`src/rtl/flash_sector_guard.sv`:
```
module flash_sector_guard #(
  parameter int AW          = 19,
  parameter int BOOT_AW     = 13,
  parameter int PARAM_AW    = 12,
  parameter int ID_LOCK_OFS = 2
) (
  input  logic          clk,
  input  logic          rst_n,
  input  logic [AW-1:0] addr,
  input  logic          prog_req,
  input  logic          serase_req,
  input  logic          cerase_req,
  input  logic          lock_set,
  input  logic          hv_override,
  input  logic          id_read,
  output logic [3:0]    sector_sel,
  output logic          grant,
  output logic          reject,
  output logic [3:0]    erase_mask,
  output logic          id_lock_bit
);

  localparam logic [AW-1:0] PA_BASE   = AW'(1) << BOOT_AW;
  localparam logic [AW-1:0] PB_BASE   = PA_BASE + (AW'(1) << PARAM_AW);
  localparam logic [AW-1:0] MAIN_BASE = PB_BASE + (AW'(1) << PARAM_AW);
  localparam logic [3:0]    ALL_SECT  = 4'b1111;
  localparam logic [3:0]    BOOT_SECT = 4'b0001;

  logic locked;
  logic guard;
  logic boot_blocked;

  assign sector_sel[0] = addr < PA_BASE;
  assign sector_sel[1] = (addr >= PA_BASE) && (addr < PB_BASE);
  assign sector_sel[2] = (addr >= PB_BASE) && (addr < MAIN_BASE);
  assign sector_sel[3] = addr >= MAIN_BASE;

  assign guard        = locked & ~hv_override;
  assign boot_blocked = guard & sector_sel[0];

  assign id_lock_bit = id_read && (addr == AW'(ID_LOCK_OFS)) && locked;

  always_ff @(posedge clk or negedge rst_n) begin
    if (!rst_n) begin
      locked     <= 1'b0;
      grant      <= 1'b0;
      reject     <= 1'b0;
      erase_mask <= '0;
    end else begin
      if (lock_set) locked <= 1'b1;
      grant      <= 1'b0;
      reject     <= 1'b0;
      erase_mask <= '0;
      if (cerase_req) begin
        grant      <= 1'b1;
        erase_mask <= guard ? (ALL_SECT & ~BOOT_SECT) : ALL_SECT;
      end else if (serase_req) begin
        if (boot_blocked) begin
          reject <= 1'b1;
        end else begin
          grant      <= 1'b1;
          erase_mask <= sector_sel;
        end
      end else if (prog_req) begin
        if (boot_blocked) reject <= 1'b1;
        else              grant  <= 1'b1;
      end
    end
  end

endmodule

```
`config.mk`:
```
export PLATFORM = sky130hd
export DESIGN_NAME = flash_sector_guard
export DESIGN_NICKNAME = d
export VERILOG_FILES = /design/src/rtl/flash_sector_guard.sv
export SDC_FILE = /design/constraint.sdc
export NUM_CORES = 1
export LEC_CHECK = 0
export BUFFER_PORTS_ARGS = -buffer_cell sky130_fd_sc_hd__clkbuf_2
export CAP_MARGIN = 25
export CORE_AREA = 2 2 39 41
export DETAILED_ROUTE_END_ITERATION = 12
export DIE_AREA = 0 0 41 43
export SYNTH_ARGS = -nofsm -noshare
export SYNTH_HDL_FRONTEND = slang
export SYNTH_SLANG_ARGS = --single-unit
```
`constraint.sdc`:
```
create_clock -name clk -period 1.4 [get_ports clk]
set_input_delay 0.14 -clock clk [delete_from_list [all_inputs] [get_ports clk]]
set_output_delay 0.14 -clock clk [all_outputs]
set_load 0.1 [all_outputs]
```
==> results.sh, run 1 <==
export IMPL_cp_slowest_stage_delay_ns=0.52
export IMPL_synth_cells=33
export IMPL_grt_usage=0.137
export IMPL_hold_depth=2
export IMPL_netlist_cell_type_count=18
export IMPL_rows=14
export IMPL_yosysTopAreaCell="dfrtp_1"
export IMPL_routabilityCongestion=0.706
export IMPL_crit_slowest_cell="or4_4"
export IMPL_worst_slew_pin_slew_ns=0.541
export IMPL_core_region_area_um2=1380
export IMPL_setup_slack_ns=-0.221
export IMPL_cp_cell_sequence="clkbuf_2, or4_4, or3_4, nor3_4, buf_12"
export IMPL_syn_area_um2=343
export IMPL_violations="setup timing"
export IMPL_vias=448
export IMPL_antenna_found_initial=0
export IMPL_slew_violations=0
export IMPL_hold_violations=0
export IMPL_overflow=0
export IMPL_worstSkewPairLatency_ns=0.24
export IMPL_status="finished, violations left"
export IMPL_hold_class="in -> reg"
export IMPL_die_area_um2=1760
export IMPL_ys_warn_count=0
export IMPL_period_minus_slack_ns=1.62
export IMPL_synth_compound_area_frac=0.102
export IMPL_route_detailed_drc=0
export IMPL_critPathArrivalTime_ns=1.48
export IMPL_start_util=0.248
export IMPL_path_class="in -> out"
export IMPL_synth_area_leaders="dfrtp_1 51%, nor4b_1 5.1%, a21o_1 4.4%, nor4_1 3.6%, nor4_2 3.6%"
export IMPL_grt_pass1_vias=447
export IMPL_max_cap_viol_count=0
export IMPL_detail_route_wl_per_cell_um=9.78
export IMPL_p_sw_w=0.000166
export IMPL_final_setup_viol_count=6
export IMPL_report_power_total_w=0.000536
export IMPL_synth_seq_area_share=0.511
export IMPL_cts_sinks=7
export IMPL_p_per_area_nw_per_um2=704
export IMPL_r2r_cells=3
export IMPL_synthMuxAreaShare=0
export IMPL_timing_slew_headroom=0.641
export IMPL_crit_fanout=3
export IMPL_dr_pass1_iters=1
export IMPL_ir_worst_vdd_mv=0.248
export IMPL_grt_start_max_net_pins=8
export IMPL_synth_xor_area_frac=0
export IMPL_drive_above_1_share=0.687
export IMPL_die_w_um=41
export IMPL_clk_pin_slew_worst_paths_ns=0.05
export IMPL_rsz0062_at_grt="yes"
export IMPL_grt_pass1_wl_um=1650
export IMPL_power_share_sequential=0.395
export IMPL_clockBufferDepth=2
export IMPL_cp_end_kind="primary output"
export IMPL_crit_path_start_kind="input port"
export IMPL_num_antenna_cells=0
export IMPL_finalClockSkew_ns=0.000170
export IMPL_io_buffers=37
export IMPL_io_pins=38
export IMPL_syn_num_nets=60
export IMPL_vias_per_cell=4.53
export IMPL_clock_power_share=0.318
export IMPL_pwr_share_comb=0.286
export IMPL_clockRootBuffer="clkbuf_4"
export IMPL_max_freq_ghz=0.617
export IMPL_drt_total_wl_um=968
export IMPL_die_y_um=43
export IMPL_nNetsFinal=111
export IMPL_p_leak_nw=0.389
export IMPL_htreeDepth=1
export IMPL_synthToLayoutAreaGrowth_pct=122
export IMPL_drtAntennaViolNets=0
export IMPL_numCtsBuffers=3
export IMPL_finalCritPeriodShare=1.16
export IMPL_place_ws_ns=-0.277
export IMPL_cp_data_required_time_ns=1.26
export IMPL_swShare=0.309
export IMPL_drt_initial_drc_count=0
export IMPL_synth_top_area_share=0.511
export IMPL_synthAdderAreaFrac=0
export IMPL_avgSynthCellArea_um2=10.4
export IMPL_tns_ns=-0.728
export IMPL_cts_tree="done"
export IMPL_ys_seq_elements=7
export IMPL_synthSimpleGateAreaFrac=0.365
export IMPL_synth_top_family_by_area="simple AND/OR/NAND/NOR gates"
export IMPL_internal_power_w=0.000370
-- layer usage --
| layer | share of wire | GRT usage | wire length (um) |
|---|---|---|---|
| met4 | 0 | 0.0800 | 0 |
| met5 | 0 | 0 | 0 |
| met1 | 0.36 | 0.153 | 345 |
| met2 | 0.53 | 0.231 | 513 |
| met3 | 0.11 | 0.0157 | 109 |
-- cell families after synthesis --
group	Yosys count
flops	7
buf+inv	2
simple gates	19
compound gates	5
-- cell usage in the layout (no fill, tap or decap) --
cell	Yosys	routed
inv_1	2	1
or2_2	1	1
dlygate4sd3_1	0	1
clkbuf_4	0	3
nor4_1	2	2
nand2b_1	1	1
clkbuf_2	0	32
a21oi_1	1	1
buf_12	0	5
dfrtp_1	7	7
nor2_4	0	1
buf_4	0	8
or4_4	1	1
and3_4	0	1
nor4_2	1	1
nor4b_4	0	1
nand2_1	3	3
clkinvlp_4	0	1
clkbuf_1	0	1
o21ai_0	1	1
nand4b_1	1	1
a21o_1	2	2
nor3_4	0	1
nor4b_1	2	1
nor2_1	3	2
nor3_1	2	1
or3_4	1	1
a41o_1	1	1
-- layout make-up --
class | instances | area, um^2
clock buffer | 4 | 26.3
fill | 124 | 622
inverter | 2 | 11.3
multi-input combinational | 24 | 199
sequential | 7 | 175
tap | 16 | 20.0
timing repair buffer | 46 | 330
-- path summary, 6_finish.rpt --
check                         start            end  slack [ns]
setup / recovery           addr[15]    id_lock_bit       -0.22
hold / removal             lock_set         locked         0.1
setup reg to reg             locked  erase_mask[0]        0.54
hold reg to reg              locked         locked        0.54
max in group asynchronous     rst_n  erase_mask[3]        0.98
min in group asynchronous     rst_n         reject        0.26
-- worst max-delay path: cells and delay by family --
family,cells,cell delay [ns]
buf+inv,2,0.28
simple gates,3,1.06
-- per-stage QoR --
stage / utilization / hold WS, ns / area [um^2] / std cells
2_1_floorplan: - / -0.156 / 378 / 33
3_3_place_gp: 0.508 / -0.0262 / 703 / 92
3_5_place_dp: 0.508 / -0.0212 / 703 / 92
4_1_cts: 0.542 / 0.0905 / 749 / 98
5_1_grt: 0.551 / 0.0873 / 762 / 99
6_report: 0.551 / 0.0961 / 762 / 99
-- synthesized netlist by cell type, drive strengths merged --
cell type and n:
nor4b 2, nor2 3, nor3 2, and3 1, or3 1, or4 1
inv 2, or2 1, nand2b 1, nand2 3, dfrtp 7, o21ai 1
a41o 1, nor4 3, a21o 2, nand4b 1, a21oi 1
-- flip-flops by register name, summed over array words and instances, names as in the netlist --
name,cells
erase_mask,4
grant,1
locked,1
reject,1
-- what timing repair did --
action	CTS	global route
pin swaps	1	0
hold buffers	1	0
setup endpoints to repair	5	5
setup buffers	1	1
resized for setup	1	1
endpoints found under the hold margin	7	0
-- power groups by stage --
stage | clock network, W | registers (W) | logic [W]
2_1_floorplan | 0 | 0.000271 | 0.0000267
3_3_place_gp | 0 | 0.000215 | 0.000147
3_5_place_dp | 0 | 0.000215 | 0.000150
4_1_cts | 0.000181 | 0.000212 | 0.000154
5_1_grt | 0.000193 | 0.000212 | 0.000165
6_report | 0.000171 | 0.000212 | 0.000154
Power figures use the tool's default switching activity.
==> run 2, diff against run 1 <==
==> constraint.sdc (replaced) <==
create_clock -name clk -period 2.1 [get_ports clk]
set_input_delay 0.21 -clock clk [delete_from_list [all_inputs] [get_ports clk]]
set_output_delay 0.21 -clock clk [all_outputs]
set_load 0.1 [all_outputs]
==> results.sh, run 2 (synthesis gave the netlist of run 1 again) <==
export IMPL_status="finished, final reports clean"
export IMPL_grt_usage=0.113
export IMPL_nNetsFinal=103
export IMPL_period_minus_slack_ns=1.84
export IMPL_numCtsBuffers=3
export IMPL_die_y_um=43
export IMPL_hold_class="in -> reg"
export IMPL_path_class="in -> out"
export IMPL_slew_violations=0
export IMPL_cts_tree="done"
export IMPL_drt_total_wl_um=857
export IMPL_final_setup_viol_count=0
export IMPL_wl_met2_um=398
export IMPL_routabilityCongestion=0.691
export IMPL_io_buffers=37
export IMPL_cp_end_kind="primary output"
export IMPL_fill_cells=139
export IMPL_grt_start_max_net_pins=8
export IMPL_start_util=0.248
export IMPL_drive_above_1_share=0.613
export IMPL_detail_route_wl_per_cell_um=9.42
export IMPL_critPathArrivalTime_ns=1.63
export IMPL_hold_slack_ns=0.152
export IMPL_htreeDepth=1
export IMPL_fin_util=0.485
export IMPL_core_region_area_um2=1380
export IMPL_crit_path_start_kind="input port"
export IMPL_dpl_hpwl_um=781
export IMPL_crit_fanout=4
export IMPL_antenna_found_initial=0
export IMPL_dr_pass1_iters=4
export IMPL_max_freq_ghz=0.543
export IMPL_cp_data_required_time_ns=1.89
export IMPL_cts_sinks=7
export IMPL_mostFrequentLayoutCells="33 x clkbuf_2, 7 x dfrtp_1, 4 x buf_12"
export IMPL_drtAntennaViolNets=0
export IMPL_top_layer_used="met4"
export IMPL_max_cap_viol_count=0
export IMPL_largest_register_ff_count=4
export IMPL_met1_length_um=316
export IMPL_vias_per_cell=4.56
export IMPL_overflow=0
export IMPL_post_cts_buffers=0
export IMPL_drt_initial_drc_count=2
export IMPL_clockBufferDepth=2
export IMPL_io_pins=38
export IMPL_worstSkewPairLatency_ns=0.24
export IMPL_clockRootBuffer="clkbuf_4"
export IMPL_worst_slew_pin_slew_ns=0.540
export IMPL_finalCritPeriodShare=0.876
export IMPL_cts_resized=0
export IMPL_timing_slew_headroom=0.642
export IMPL_finalClockSkew_ns=0.000864
export IMPL_num_antenna_cells=0
export IMPL_grt_pass1_vias=351
export IMPL_cts_hold_buf=1
export IMPL_wl_met3_um=127
export IMPL_p_per_area_nw_per_um2=525
export IMPL_final_common_cell="clkbuf_2"
export IMPL_ir_worst_vdd_mv=0.150
export IMPL_route_detailed_drc=0
export IMPL_die_w_um=41
export IMPL_die_area_um2=1760
export IMPL_synthToLayoutAreaGrowth_pct=95.6
export IMPL_rsz0062_at_grt="no"
export IMPL_vias=415
export IMPL_clk_pin_slew_worst_paths_ns=0.05
export IMPL_p_leak_nw=0.354
export IMPL_regMostFlops="erase_mask"
export IMPL_grt_pass1_wl_um=1340
export IMPL_hold_violations=0
export IMPL_rows=14
[run 2: routing by layer]
| metal | vias up | GRT usage |
|---|---|---|
| li1 | 206 | - |
| met1 | 177 | 0.125 |
| met2 | 30 | 0.172 |
| met3 | 2 | 0.0209 |
| met4 | 0 | 0.100 |
| met5 | - | 0 |
[run 2: report_power, final]
group | switching, W | total, W | internal (W)
combinational | 0.0000648 | 0.0000952 | 0.0000304
clock | 0.0000438 | 0.000116 | 0.0000721
sequential | 0.00000114 | 0.000141 | 0.000140
[run 2: final cells by class]
cell class	count	area, um^2	share of cell area
inverters	2	7.51	0.0112
flip-flops and latches	7	175	0.261
repair buffers	38	255	0.381
clock buffers	4	26.3	0.0392
well taps	16	20.0	0.0299
multi-input cells	24	186	0.278
[run 2: worst paths after layout]
kind	startpoint	to	slack [ns]	cells after the start
setup / recovery	addr[15]	id_lock_bit	0.26	5
hold / removal	lock_set	locked	0.15	2
setup reg to reg	locked	erase_mask[0]	1.26	3
hold reg to reg	locked	locked	0.50	1
max in group asynchronous	rst_n	reject	1.62	2
min in group asynchronous	rst_n	grant	0.33	2
[run 2: per-stage QoR]
| step | instances | TNS, ns | area [um^2] | power (W) | worst slack (ns) |
|---|---|---|---|---|---|
| after floorplan | 33 | -0.0770 | 369 | 0.000198 | -0.0414 |
| after global placement | 86 | 0 | 634 | 0.000237 | 0.257 |
| after detailed placement | 86 | 0 | 634 | 0.000238 | 0.252 |
| after CTS | 91 | 0 | 671 | 0.000361 | 0.252 |
| after global routing | 91 | 0 | 671 | 0.000372 | 0.228 |
| final | 91 | 0 | 671 | 0.000352 | 0.260 |
[run 2: critical path, cell delays in order]
cell,delay (ns)
clkbuf_2,0.08
or4_4,0.55
or3_4,0.38
nor3_4,0.21
buf_12,0.20
